--- config.mk ---
export PLATFORM = sky130hd
export DESIGN_NAME = xlat_walk_tlb
export DESIGN_NICKNAME = d
export VERILOG_FILES = /design/src/rtl/xlat_pkg.sv /design/src/rtl/xlat_tag_array.sv /design/src/rtl/xlat_victim_pick.sv /design/src/rtl/xlat_walk_tlb.sv
export SDC_FILE = /design/constraint.sdc
export NUM_CORES = 1
export LEC_CHECK = 0
export BUFFER_PORTS_ARGS = -buffer_cell sky130_fd_sc_hd__buf_2
export CAP_MARGIN = 20
export CORE_MARGIN = 5
export CORE_UTILIZATION = 40
export DETAILED_ROUTE_END_ITERATION = 16
export PLACE_DENSITY = 0.54
export SLEW_MARGIN = 20
export SYNTH_ARGS = -nofsm -noshare
export SYNTH_HDL_FRONTEND = slang
export SYNTH_SLANG_ARGS = --single-unit
--- constraint.sdc ---
create_clock -name clk -period 6 [get_ports clk]
set_input_delay 1.5 -clock clk [delete_from_list [all_inputs] [get_ports clk]]
set_output_delay 1.5 -clock clk [all_outputs]
set_load 0.02 [all_outputs]
--- src/rtl/xlat_pkg.sv ---
package xlat_pkg;

    typedef enum logic [1:0] {
        ACC_LOAD  = 2'd0,
        ACC_STORE = 2'd1,
        ACC_FETCH = 2'd2,
        ACC_RMW   = 2'd3
    } acc_e;

    typedef enum logic [1:0] {
        FLT_NONE = 2'd0,
        FLT_PROT = 2'd1,
        FLT_SEG  = 2'd2,
        FLT_RSVD = 2'd3
    } flt_e;

    typedef enum logic [2:0] {
        ST_IDLE,
        ST_LOOKUP,
        ST_WALK_REQ,
        ST_WALK_WAIT,
        ST_CHECK,
        ST_INSERT,
        ST_DONE
    } st_e;

    // perm: bit 2 readable, bit 1 writable, bit 0 executable
    function automatic logic perm_ok(input logic [2:0] perm, input acc_e acc);
        logic ok;
        case (acc)
            ACC_LOAD:  ok = perm[2];
            ACC_STORE: ok = perm[1];
            ACC_FETCH: ok = perm[0];
            default:   ok = perm[2] & perm[1];
        endcase
        return ok;
    endfunction

endpackage

--- src/rtl/xlat_tag_array.sv ---
module xlat_tag_array #(
    parameter int ENTRIES = 4,
    parameter int VPN_W   = 4,
    parameter int PFN_W   = 4,
    localparam int IDX_W  = (ENTRIES > 1) ? $clog2(ENTRIES) : 1
) (
    input  logic               clk,
    input  logic               rst_n,
    input  logic               flush,
    input  logic               wr_en,
    input  logic [IDX_W-1:0]   wr_idx,
    input  logic [VPN_W-1:0]   wr_vpn,
    input  logic [PFN_W-1:0]   wr_pfn,
    input  logic [2:0]         wr_perm,
    input  logic [VPN_W-1:0]   lk_vpn,
    output logic               hit,
    output logic [PFN_W-1:0]   hit_pfn,
    output logic [2:0]         hit_perm,
    output logic [ENTRIES-1:0] valid_vec
);

    typedef struct packed {
        logic             v;
        logic [VPN_W-1:0] vpn;
        logic [PFN_W-1:0] pfn;
        logic [2:0]       perm;
    } ent_t;

    ent_t [ENTRIES-1:0] ent_d, ent_q;
    logic [ENTRIES-1:0] hit_vec;

    always_comb begin
        ent_d = ent_q;
        if (flush) begin
            for (int i = 0; i < ENTRIES; i++) ent_d[i].v = 1'b0;
        end else if (wr_en) begin
            ent_d[wr_idx].v    = 1'b1;
            ent_d[wr_idx].vpn  = wr_vpn;
            ent_d[wr_idx].pfn  = wr_pfn;
            ent_d[wr_idx].perm = wr_perm;
        end
    end

    always_ff @(posedge clk or negedge rst_n) begin
        if (!rst_n) ent_q <= '0;
        else        ent_q <= ent_d;
    end

    for (genvar g = 0; g < ENTRIES; g++) begin : g_match
        assign hit_vec[g]   = ent_q[g].v && (ent_q[g].vpn == lk_vpn);
        assign valid_vec[g] = ent_q[g].v;
    end

    always_comb begin
        hit_pfn  = '0;
        hit_perm = '0;
        for (int i = 0; i < ENTRIES; i++) begin
            if (hit_vec[i]) begin
                hit_pfn  = hit_pfn  | ent_q[i].pfn;
                hit_perm = hit_perm | ent_q[i].perm;
            end
        end
    end

    assign hit = |hit_vec;

    // installs only on misses, so one page never occupies two slots
    assert_single_match_R10: assert property (@(posedge clk) disable iff (!rst_n)
        $onehot0(hit_vec));

    // an address-space switch leaves no valid slot behind
    assert_flush_empties_R8: assert property (@(posedge clk) disable iff (!rst_n)
        flush |=> (valid_vec == '0));

endmodule

--- src/rtl/xlat_victim_pick.sv ---
module xlat_victim_pick #(
    parameter int ENTRIES = 4,
    localparam int IDX_W  = (ENTRIES > 1) ? $clog2(ENTRIES) : 1
) (
    input  logic               clk,
    input  logic               rst_n,
    input  logic [ENTRIES-1:0] valid_vec,
    input  logic               advance,
    output logic [IDX_W-1:0]   idx
);

    localparam logic [IDX_W-1:0] LAST = IDX_W'(ENTRIES - 1);

    logic [IDX_W-1:0] rr_d, rr_q;
    logic             full;

    assign full = &valid_vec;

    always_comb begin
        idx = rr_q;
        for (int i = ENTRIES - 1; i >= 0; i--) begin
            if (!valid_vec[i]) idx = IDX_W'(i);
        end
    end

    always_comb begin
        rr_d = rr_q;
        if (advance && full) rr_d = (rr_q == LAST) ? '0 : rr_q + 1'b1;
    end

    always_ff @(posedge clk or negedge rst_n) begin
        if (!rst_n) rr_q <= '0;
        else        rr_q <= rr_d;
    end

    // a free slot is always chosen ahead of evicting a live one
    assert_free_slot_first_R10: assert property (@(posedge clk) disable iff (!rst_n)
        (!full && advance) |-> !valid_vec[idx]);

endmodule

--- src/rtl/xlat_walk_tlb.sv ---
module xlat_walk_tlb
    import xlat_pkg::*;
#(
    parameter int               VA_W      = 8,
    parameter int               OFF_W     = 4,
    parameter int               PFN_W     = 4,
    parameter int               MEM_AW    = 8,
    parameter int               PTE_BYTES = 1,
    parameter int               ENTRIES   = 4,
    parameter logic [MEM_AW-1:0] BASE_RST = '0
) (
    input  logic                   clk,
    input  logic                   rst_n,
    input  logic                   req_valid,
    output logic                   req_ready,
    input  logic [VA_W-1:0]        req_va,
    input  logic [1:0]             req_acc,
    input  logic                   base_we,
    input  logic [MEM_AW-1:0]      base_wdata,
    output logic                   mem_req_valid,
    output logic [MEM_AW-1:0]      mem_req_addr,
    input  logic                   mem_rsp_valid,
    input  logic [PFN_W+3:0]       mem_rsp_data,
    output logic                   done,
    output logic                   done_hit,
    output logic [1:0]             done_fault,
    output logic [PFN_W+OFF_W-1:0] done_pa
);

    localparam int VPN_W = VA_W - OFF_W;
    localparam int PTE_W = PFN_W + 4;
    localparam int PA_W  = PFN_W + OFF_W;
    localparam int IDX_W = (ENTRIES > 1) ? $clog2(ENTRIES) : 1;
    localparam logic [MEM_AW-1:0] PTE_SZ = MEM_AW'(PTE_BYTES);

    typedef struct packed {
        st_e               st;
        logic [VA_W-1:0]   va;
        acc_e              acc;
        logic              walked;
        logic              discard;
        logic [PTE_W-1:0]  pte;
        logic [1:0]        flt;
        logic [PA_W-1:0]   pa;
        logic [MEM_AW-1:0] base;
    } ctl_t;

    ctl_t ctl_d, ctl_q;

    logic             hit;
    logic [PFN_W-1:0] hit_pfn;
    logic [2:0]       hit_perm;
    logic [ENTRIES-1:0] valid_vec;
    logic [IDX_W-1:0] victim;
    logic             ins_en;
    logic [VPN_W-1:0] cur_vpn;
    logic [OFF_W-1:0] cur_off;
    logic             pte_valid;
    logic [2:0]       pte_perm;

    assign cur_vpn   = ctl_q.va[VA_W-1:OFF_W];
    assign cur_off   = ctl_q.va[OFF_W-1:0];
    assign pte_valid = ctl_q.pte[PTE_W-1];
    assign pte_perm  = ctl_q.pte[PFN_W+2:PFN_W];
    assign ins_en    = (ctl_q.st == ST_INSERT) && !base_we;

    xlat_tag_array #(
        .ENTRIES (ENTRIES),
        .VPN_W   (VPN_W),
        .PFN_W   (PFN_W)
    ) u_tags (
        .clk       (clk),
        .rst_n     (rst_n),
        .flush     (base_we),
        .wr_en     (ins_en),
        .wr_idx    (victim),
        .wr_vpn    (cur_vpn),
        .wr_pfn    (ctl_q.pte[PFN_W-1:0]),
        .wr_perm   (pte_perm),
        .lk_vpn    (cur_vpn),
        .hit       (hit),
        .hit_pfn   (hit_pfn),
        .hit_perm  (hit_perm),
        .valid_vec (valid_vec)
    );

    xlat_victim_pick #(
        .ENTRIES (ENTRIES)
    ) u_victim (
        .clk       (clk),
        .rst_n     (rst_n),
        .valid_vec (valid_vec),
        .advance   (ins_en),
        .idx       (victim)
    );

    always_comb begin
        ctl_d = ctl_q;
        if (base_we) ctl_d.base = base_wdata;
        unique case (ctl_q.st)
            ST_IDLE: begin
                if (req_valid) begin
                    ctl_d.va      = req_va;
                    ctl_d.acc     = acc_e'(req_acc);
                    ctl_d.walked  = 1'b0;
                    ctl_d.discard = 1'b0;
                    ctl_d.st      = ST_LOOKUP;
                end
            end
            ST_LOOKUP: begin
                if (hit) begin
                    ctl_d.st = ST_DONE;
                    if (perm_ok(hit_perm, ctl_q.acc)) begin
                        ctl_d.flt = FLT_NONE;
                        ctl_d.pa  = {hit_pfn, cur_off};
                    end else begin
                        ctl_d.flt = FLT_PROT;
                        ctl_d.pa  = '0;
                    end
                end else begin
                    ctl_d.walked = 1'b1;
                    ctl_d.st     = ST_WALK_REQ;
                end
            end
            ST_WALK_REQ: begin
                if (base_we) ctl_d.discard = 1'b1;
                ctl_d.st = ST_WALK_WAIT;
            end
            ST_WALK_WAIT: begin
                if (base_we) ctl_d.discard = 1'b1;
                if (mem_rsp_valid) begin
                    ctl_d.pte = mem_rsp_data;
                    ctl_d.st  = ST_CHECK;
                end
            end
            ST_CHECK: begin
                if (ctl_q.discard || base_we) begin
                    ctl_d.discard = 1'b0;
                    ctl_d.st      = ST_LOOKUP;
                end else if (!pte_valid) begin
                    ctl_d.flt = FLT_SEG;
                    ctl_d.pa  = '0;
                    ctl_d.st  = ST_DONE;
                end else if (!perm_ok(pte_perm, ctl_q.acc)) begin
                    ctl_d.flt = FLT_PROT;
                    ctl_d.pa  = '0;
                    ctl_d.st  = ST_DONE;
                end else begin
                    ctl_d.st = ST_INSERT;
                end
            end
            ST_INSERT: begin
                ctl_d.st = ST_LOOKUP;
            end
            ST_DONE: begin
                ctl_d.st = ST_IDLE;
            end
            default: ctl_d.st = ST_IDLE;
        endcase
    end

    always_ff @(posedge clk or negedge rst_n) begin
        if (!rst_n) begin
            ctl_q      <= '0;
            ctl_q.st   <= ST_IDLE;
            ctl_q.base <= BASE_RST;
        end else begin
            ctl_q <= ctl_d;
        end
    end

    assign req_ready     = (ctl_q.st == ST_IDLE);
    assign mem_req_valid = (ctl_q.st == ST_WALK_REQ);
    assign mem_req_addr  = ctl_q.base + (MEM_AW'(cur_vpn) * PTE_SZ);
    assign done          = (ctl_q.st == ST_DONE);
    assign done_hit      = !ctl_q.walked;
    assign done_fault    = ctl_q.flt;
    assign done_pa       = ctl_q.pa;

    // each walk issues a single one-cycle read
    assert_one_read_per_walk_R4: assert property (@(posedge clk) disable iff (!rst_n)
        mem_req_valid |=> !mem_req_valid);

    // completion is a single-cycle pulse
    assert_done_pulse_R7: assert property (@(posedge clk) disable iff (!rst_n)
        done |=> !done);

    // a faulting request never exposes an address
    assert_fault_zero_pa_R3: assert property (@(posedge clk) disable iff (!rst_n)
        (done && (done_fault != 2'd0)) |-> (done_pa == '0));

    // no new request is taken while a walk is outstanding
    assert_busy_during_walk_R1: assert property (@(posedge clk) disable iff (!rst_n)
        mem_req_valid |-> !req_ready);

endmodule

# Word level (Yosys, flattened, before mapping)
# Index checks and enable logic that the tools add are counted.
dict set report word_totals {
  reg_bits 91
  latch_bits 0
  mem_bits_rw 0
  mem_bits_ro 0
  inputBits 31
  elab_cells 141
  memories 0
}
dict set report classes {
  addsub 2
  mul 0
  div_mod_pow 0
  order_cmp 2
  n_eq_ne 21
  shift 0
  n_mux 55
  bitwise_logic 9
  reduce_logical 26
}
# operator count
set op_table {}
lappend op_table {{bitwise mux 48 bit} 4}
lappend op_table {{demux 12 bit (select 2 bit)} 4}
lappend op_table {{two-way mux 48 bit} 1}
lappend op_table {{two-way mux 10 bit} 4}
lappend op_table {{two-way mux 3 bit} 8}
lappend op_table {{one-hot mux 10 bit (2 select lines)} 1}
lappend op_table {{one-hot mux 3 bit (6 select lines)} 1}
lappend op_table {{equality test 4 bit} 4}
lappend op_table {{two-way mux 4 bit} 4}
lappend op_table {{two-way mux 15 bit} 1}
lappend op_table {{two-way mux 2 bit} 7}
lappend op_table {{two-way mux 1 bit} 12}
lappend op_table {{two-way mux 12 bit} 1}
lappend op_table {{inequality test 2 bit, second input constant} 6}
lappend op_table {{bitwise OR 4 bit} 3}
lappend op_table {{AND reduction 4 bit} 3}
lappend op_table {{two-way mux 11 bit} 1}
lappend op_table {{equality test 3 bit, second input constant} 3}
lappend op_table {{two-way mux 9 bit} 1}
lappend op_table {{bitwise OR 3 bit} 3}
lappend op_table {{one-hot mux 1 bit (3 select lines)} 3}
lappend op_table {{adder 8 x 4 -> 8 bit} 1}
lappend op_table {{AND reduction 2 bit} 4}
lappend op_table {{logical AND 1 bit} 7}
lappend op_table {{22 further kinds} 28}

# Logic depth before layout (Yosys ltp)
# Gate-level depths: netlist of run 1.
dict set report logic_depth {
  depth_word 16
  ltp_mapped 8
}

# By module
# A second synthesis of run 1 with hierarchy kept.
dict set report hier_totals {
  cells_unflattened 361
  area_unflattened_um2 4408.0
}
# mod n_inst cells_each area_per_inst_um2 seq_area_each_um2
set modules_own_cells {}
lappend modules_own_cells {xlat_tag_array 1 177 2250.9 1201.2}
lappend modules_own_cells {xlat_walk_tlb 1 170 2014.4 1026.0}
lappend modules_own_cells {xlat_victim_pick 1 14 142.6 50.0}

# Least setup slack after synthesis of run 1
# No wires, ideal clock.
dict set report synth_path {
  path_type {register to output}
  from {register ctl_q[35] (netlist bit)}
  to {output mem_req_addr[6]}
  arrival_time_ns 1.760
  path_slack_ns 2.740
  stages_incl_launch_ff 9
  n_path_buf 1
  path_cell_list {dfrtp_1 > buf_2 > inv_1 > fa_1 > nor2b_1 > o21ai_0 > nand2b_1 > nand3_1 > xnor2_1}
}
dict set report synth_between {
  elab_chain_len 1
}
# item line
set synth_rtl {}
lappend synth_rtl {{start, declared} xlat_walk_tlb.sv:48} ;# ctl_t ctl_d, ctl_q;
lappend synth_rtl {{start signal, assigned} xlat_walk_tlb.sv:168} ;# ctl_q <= ctl_d;
lappend synth_rtl {{adder 8 x 4 -> 8 bit} xlat_walk_tlb.sv:174} ;# assign mem_req_addr = ctl_q.base + (MEM_AW'(cur_vpn) * PTE_SZ);
lappend synth_rtl {{end, declared} xlat_walk_tlb.sv:21} ;# output logic [MEM_AW-1:0] mem_req_addr,
# Every way passes these cells.

# Worst setup path in the final report of run 1
dict set report layout_path {
  from {register ctl_q[34] (netlist bit)}
  to {output mem_req_addr[6]}
}
# The elaborated chain is that of the path after synthesis.

==> results.py, run 1 <==
metrics = {
    "run_status": {
        "outcome": "finished clean",
    },
    "cells_and_area": {
        "fillers": 996,
        "syn2layout_area_growth_pct": 12.11,
        "design_area_um2": 4957,
        "layout.nets": 437,
        "insertedDiodeCount": 0,
        "instances_no_fill": 544,
        "drive_gt1_share_pct": 34.41,
    },
    "placed_design": {
        "io_buffers": 52,
        "place_area_um2": 4727,
        "hpwl_um": 6348,
        "pre_cts_ws_ns": 2.478,
        "gp_congestion": 0.7884,
        "dp_cells": 529,
    },
    "timing": {
        "tightestPinTransition_ns": 0.6949,
        "slew_headroom_pct": 53.68,
        "min_period_ns": 3.870,
        "period_share_pct": 64.50,
        "fmax_ghz": 0.2584,
        "slew_violations": 0,
        "hold_viol": 0,
        "fin_setup_tns_ns": 0,
        "fin_ws_ns": 2.130,
        "setup_viol": 0,
        "rsz0062_at_grt": "no",
        "fin_hold_ws_ns": 0.4905,
        "fin_worst_skew_ns": 0.01369,
    },
    "die": {
        "row_count": 38,
        "die_height_um": 115.1,
        "die_area_um2": 13260,
        "core_um2": 10840,
        "io_pins": 53,
        "die_width_um": 115.1,
        "start_util_pct": 40.79,
    },
    "routing": {
        "drt.antenna.violating_nets": 0,
        "vias": 2817,
        "wl_per_cell_um": 16.53,
        "drt-total-wl_um": 8995,
        "drc": 0,
        "drt_iter0_markers": 207,
        "firstDrtPassIters": 4,
        "viasPerCell": 5.178,
    },
    "synth": {
        "synth_warnings": 0,
        "async_reset_ff_share_pct": 100.0,
        "yosys-top-cells-count": "91 x dfrtp_1, 54 x mux2_2, 19 x o21ai_0",
        "syn_inst": 360,
        "synth_edf_count": 0,
        "synth.most_common_cell": "dfrtp_1",
        "post-synth-top-area-cell": "dfrtp_1",
        "netlist_area_um2": 4422,
        "postSynthAreaPerCell_um2": 12.28,
        "synth_ff_type": "dfrtp_1",
        "synth.distinct_cells": 55,
        "synth_seq_area_share_pct": 51.50,
        "synth_nets": 397,
        "synth.area.top_cells": "dfrtp_1 51%, mux2_2 14%, mux2_1 3.1%",
        "ys_ff_latch": 91,
        "netlist.area_leader.share_pct": 51.50,
    },
    "critical_path": {
        "crit_path_cell_trace": "ha_1 -> inv_1 -> fa_1 -> nor2b_1 -> o21ai_0 -> nand2b_1 -> nand3_1 -> xnor2_1 -> buf_2",
        "worstSetupPathType": "reg2out",
        "slowest_stage": "dfrtp_1",
        "critPathRequiredTime_ns": 4.50,
        "cpPeakStageDelay_ns": 0.59,
        "end_kind": "output port",
        "start_kind": "flip-flop",
        "cp.arrival_ns": 2.37,
        "crit_path_max_fanout": 10,
    },
    "clock_tree": {
        "cts_buffer_depth": 2,
        "cts_sinks": 91,
        "cts_resized": 0,
        "cts_tree": "built",
        "post_cts_buffers": 0,
        "numCtsBuffers": 9,
        "worstSkewPairLatency_ns": 0.36,
        "cts_root_buf": "clkbuf_8",
        "h-tree-depth": 3,
        "cts_hold_buf": 0,
        "clkTransAtPathRegs_ns": 0.08,
    },
    "grt": {
        "grt_first_pass_wirelength_um": 15100,
        "grt_util_met1_pct": 20.84,
        "grt-busiest-layer": "met2",
        "grtUsageMet3_pct": 2.947,
        "use_met2_pct": 21.88,
        "grt_start_max_net_pins": 57,
        "grt_pass1_vias": 2849,
        "gr-usage-all-layers_pct": 14.74,
        "overflow": 0,
        "antenna_found_initial": 0,
    },
    "pwr": {
        "clock_power_share_pct": 23.4,
        "p_leak_nw": 2.343,
        "comb_power_share_pct": 31.5,
        "swShare_pct": 36.67,
        "p_seq_share_pct": 45.0,
        "ir_worst_vdd_mv": 0.1476,
        "p_int_mw": 1.307,
        "p_switching_mw": 0.7566,
        "power_density_nw_per_um2": 416.3,
    },
    "flow_run": {
        "cap_violations": 0,
    },
    "worst_hold_path": {
        "hp-class": "reg2reg",
    },
}
==> stage by stage <==
step / total power [mW] / util (%)
3_3_place_gp: 1.592 / 43.54
4_1_cts: 2.093 / 45.73
2_1_floorplan: 1.443 / -
5_1_grt: 2.205 / 45.73
3_5_place_dp: 1.604 / 43.61
6_report: 2.064 / 45.73
==> layer usage <==
layer | share of wire (%) | vias to the layer above
met2 | 44 | 54
li1 | - | 1362
met5 | 0 | -
met1 | 50 | 1388
met4 | 2.1 | 0
met3 | 4.1 | 13
==> layout make-up <==
type	count	area (µm²)	share of cell area (%)
flip-flops and latches	91	2277	45.94
multi-input cells	231	1944	39.22
repair buffers	55	285.3	5.755
well taps	140	175.2	3.534
clock buffers	10	127.6	2.574
clock inverters	5	102.6	2.070
inverters	12	45.04	0.9086
==> power by group through the flow <==
| stage | registers [mW] | logic [mW] | clock network (mW) |
|---|---|---|---|
| 2_1_floorplan | 0.841 | 0.601 | 0 |
| 6_report | 0.929 | 0.651 | 0.484 |
| 3_5_place_dp | 0.944 | 0.660 | 0 |
| 3_3_place_gp | 0.940 | 0.652 | 0 |
| 4_1_cts | 0.931 | 0.662 | 0.501 |
| 5_1_grt | 0.959 | 0.720 | 0.526 |
==> logic make-up (layout without fill, tap and decap cells) <==
logic type | Yosys count | count (layout) | synth area share [%]
compound gates | 60 | 60 | 9.847
xor+xnor | 23 | 23 | 4.726
fa+ha+maj | 6 | 6 | 1.868
buf+inv | 38 | 82 | 4.697
flops | 91 | 91 | 51.50
mux | 68 | 68 | 17.37
simple gates | 74 | 74 | 9.989
==> sequential cells by signal, indices dropped and copies added, names as in the netlist <==
name and flops:
u_tags.ent_q 44, ctl_q 31, done_pa 8, u_tags.valid_vec 4, done_fault 2, u_victim.rr_q 2
==> path summary, 6_finish.rpt <==
kind / slack (ns) / startpoint / cells past startpoint / to
max: 2.13 / ctl_q[34] / 9 / mem_req_addr[6]
max in group asynchronous: 3.85 / rst_n / 2 / u_tags.ent_q[46]
min in group asynchronous: 1.08 / rst_n / 1 / ctl_q[40]
max reg2reg: 3.56 / ctl_q[36] / 6 / done_pa[6]
min reg2reg: 0.49 / done_pa[1] / 1 / done_pa[1]
min: 0.49 / done_pa[1] / 1 / done_pa[1]
==> placed cells by master, fill, tap and decap left out, types with 10 or more instances in the layout <==
cell,count
dfrtp_1,91
mux2_2,54
buf_2,51
o21ai_0,19
xor2_1,15
nand3_1,12
nand2_1,12
mux2_1,12
inv_1,10
nor2_1,10
==> critical path: cells and delay by family (launching register included) <==
family / cells / cell delay, ns
AO/OA/AOI/OAI: 1 / 0.08
XOR/XNOR: 1 / 0.13
adder cells (fa/ha/maj): 2 / 0.66
buffers and inverters: 2 / 0.23
flip-flops: 1 / 0.59
AND/OR/NAND/NOR: 3 / 0.33
Note: power is estimated with default switching activity, not from simulation.
==> inputs of run 2 (changes only) <==
--- a/config.mk
+++ b/config.mk
@@ -10,7 +10,7 @@
 export CORE_MARGIN = 5
 export CORE_UTILIZATION = 40
 export DETAILED_ROUTE_END_ITERATION = 16
-export PLACE_DENSITY = 0.54
+export PLACE_DENSITY = 0.57
 export SLEW_MARGIN = 20
 export SYNTH_ARGS = -nofsm -noshare
 export SYNTH_HDL_FRONTEND = slang
==> constraint.sdc (replaced) <==
create_clock -name clk -period 3.28 [get_ports clk]
set_input_delay 0.82 -clock clk [delete_from_list [all_inputs] [get_ports clk]]
set_output_delay 0.82 -clock clk [all_outputs]
set_load 0.02 [all_outputs]
==> run 2 against run 1 <==
  * Worst hold slack gained 0.0072 ns
  * Global-route usage shrank 0.11 points
  * Critical path depth shrank 2
  * Clock power grew 57%
  * Routed wire length grew 0.69%
  * Sequential share of layout area grew 0.19 points
  * Clock-buffer cell count grew 1
  * Sequential cell count is the same
  * Cell area shrank 0.35%
  * Sequential power grew 83%
  * Power grew 77%
  * Critical path type unchanged
  * Critical endpoint is now mem_req_addr[7]
==> results.py, run 2 (synthesis gave the netlist of run 1 again) <==
metrics = {
    "die": {
        "start_util_pct": 40.79,
        "die_area_um2": 13260,
        "die_width_um": 115.1,
        "core_um2": 10840,
        "row_count": 38,
        "io_pins": 53,
        "die_height_um": 115.1,
    },
    "timing": {
        "fin_worst_skew_ns": 0.01059,
        "slew_headroom_pct": 54.10,
        "period_share_pct": 92.79,
        "hold_viol": 0,
        "rsz0062_at_grt": "no",
        "slew_violations": 0,
        "tightestPinTransition_ns": 0.6885,
        "setup_viol": 0,
        "fin_setup_tns_ns": 0,
        "min_period_ns": 3.044,
        "fmax_ghz": 0.3286,
    },
    "clock_tree": {
        "cts_sinks": 91,
        "h-tree-depth": 3,
        "worstSkewPairLatency_ns": 0.36,
        "post_cts_buffers": 0,
        "numCtsBuffers": 9,
        "cts_tree": "built",
        "cts_hold_buf": 0,
        "cts_root_buf": "clkbuf_8",
        "cts_buffer_depth": 2,
        "clkTransAtPathRegs_ns": 0.09,
    },
    "critical_path": {
        "crit_path_max_fanout": 8,
        "slowest_stage": "dfrtp_1",
        "cp.arrival_ns": 2.22,
        "cpLargestDelayFamily": "compound AO/OA/AOI/OAI gates",
        "timing.rr.start": "ctl_q[36]",
        "worstSetupPathType": "reg2out",
        "reg2reg_slack_ns": 0.85,
        "start_kind": "flip-flop",
        "crit_path_cell_trace": "ha_1 -> a21o_1 -> a21oi_1 -> nor2b_1 -> o2111ai_1 -> xnor2_1 -> buf_2",
        "critPathLaunch": "ctl_q[35]",
        "cpPeakStageDelay_ns": 0.54,
        "end_kind": "output port",
        "critPathRequiredTime_ns": 2.46,
        "cp_num_buf_inv": 1,
    },
    "worst_hold_path": {
        "min-delay-start": "u_tags.ent_q[24]",
        "hp-class": "reg2reg",
    },
    "cells_and_area": {
        "max_flop_register": "u_tags.ent_q",
        "drive_gt1_share_pct": 34.48,
        "layout.nets": 438,
        "largest_register_ffs": 44,
        "mostFrequentLayoutCells": "90 x dfrtp_1, 54 x mux2_2, 51 x buf_2",
        "layout_commonest_cell": "dfrtp_1",
        "fillers": 1020,
        "syn2layout_area_growth_pct": 11.71,
        "insertedDiodeCount": 0,
        "final_util_pct": 45.57,
    },
    "placed_design": {
        "hpwl_um": 6464,
        "gp_congestion": 0.7673,
        "io_buffers": 52,
    },
    "routing": {
        "drt.antenna.violating_nets": 0,
        "drt_iter0_markers": 214,
        "wl_per_cell_um": 16.59,
        "viasPerCell": 5.207,
        "firstDrtPassIters": 5,
        "vias": 2843,
        "drt-total-wl_um": 9057,
        "drc": 0,
    },
    "grt": {
        "gr-usage-all-layers_pct": 14.64,
        "overflow": 0,
        "grt_first_pass_wirelength_um": 15210,
        "antenna_found_initial": 0,
        "grt_pass1_vias": 2993,
        "grt_start_max_net_pins": 53,
    },
    "pwr": {
        "p_leak_nw": 2.329,
        "power_density_nw_per_um2": 740.7,
        "ir_worst_vdd_mv": 0.2815,
    },
    "flow_run": {
        "cap_violations": 0,
    },
    "run_status": {
        "outcome": "finished clean",
    },
}
[run 2: changes by cell type in the layout (fill, tap and decap cells not counted)]
cell        change
dfrtp_2         +1
clkbuf_1        +1
buf_12          +1
dfrtp_1         -1
nor2b_2         -1
clkinvlp_4      +1
bufinv_16       -2
clkinv_4        +1
inv_6           +1
clkinv_2        -1
nor2b_1         +1
[run 2: metal layers]
layer / GRT usage, % / routed length (µm)
met2: 22.53 / 4181
met5: 0 / 0
met1: 20.20 / 4376
met3: 3.105 / 350
met4: 5.947 / 149
[run 2: layout make-up]
| cell class | instances | area, µm² | share of cell area [%] |
|---|---|---|---|
| clock inverters | 5 | 62.56 | 1.266 |
| repair buffers | 56 | 305.3 | 6.180 |
| multi-input cells | 231 | 1942 | 39.31 |
| flip-flops and latches | 91 | 2278 | 46.12 |
| inverters | 12 | 45.04 | 0.9119 |
| well taps | 140 | 175.2 | 3.546 |
| clock buffers | 11 | 131.4 | 2.660 |
[run 2: final timing paths]
kind,to,cells past startpoint
max,mem_req_addr[7],7
min,u_tags.ent_q[24],1
max reg2reg,done_pa[4],6
min reg2reg,u_tags.ent_q[24],1
max in group asynchronous,u_tags.ent_q[29],2
min in group asynchronous,ctl_q[6],1
[run 2: worst reg2reg max path, stage by stage (launching register included)]
cell and delay, ns:
dfrtp_1 0.53, xor2_1 0.23, nor3_2 0.47, a311oi_1 0.21, nand4_1 0.13, nand4_1 0.38
o31ai_1 0.39
[run 2: timing repair]
action / in CTS / in global routing
endpoints found under the hold margin: 0 / 0
endpoints found under the setup margin: 0 / 1
gates resized for setup: 0 / 1
[run 2: report_power, final]
group	total [mW]	switching, mW	leakage [nW]	internal (mW)
Sequential	1.70	0.329	1.18	1.37
Clock	0.759	0.402	0.0901	0.357
Combinational	1.20	0.676	1.06	0.522
[run 2: metrics by stage]
step	setup WS (ns)	hold slack (ns)	area [µm²]	power, mW	cells
2_1_floorplan	0.7004	0.4573	4422	2.639	360
3_3_place_gp	0.5075	0.4674	4745	2.917	530
3_5_place_dp	0.4893	0.4755	4745	2.937	530
4_1_cts	0.08149	0.4970	4938	3.700	546
5_1_grt	0.01384	0.5118	4940	3.900	546
6_report	0.2364	0.4977	4940	3.659	546
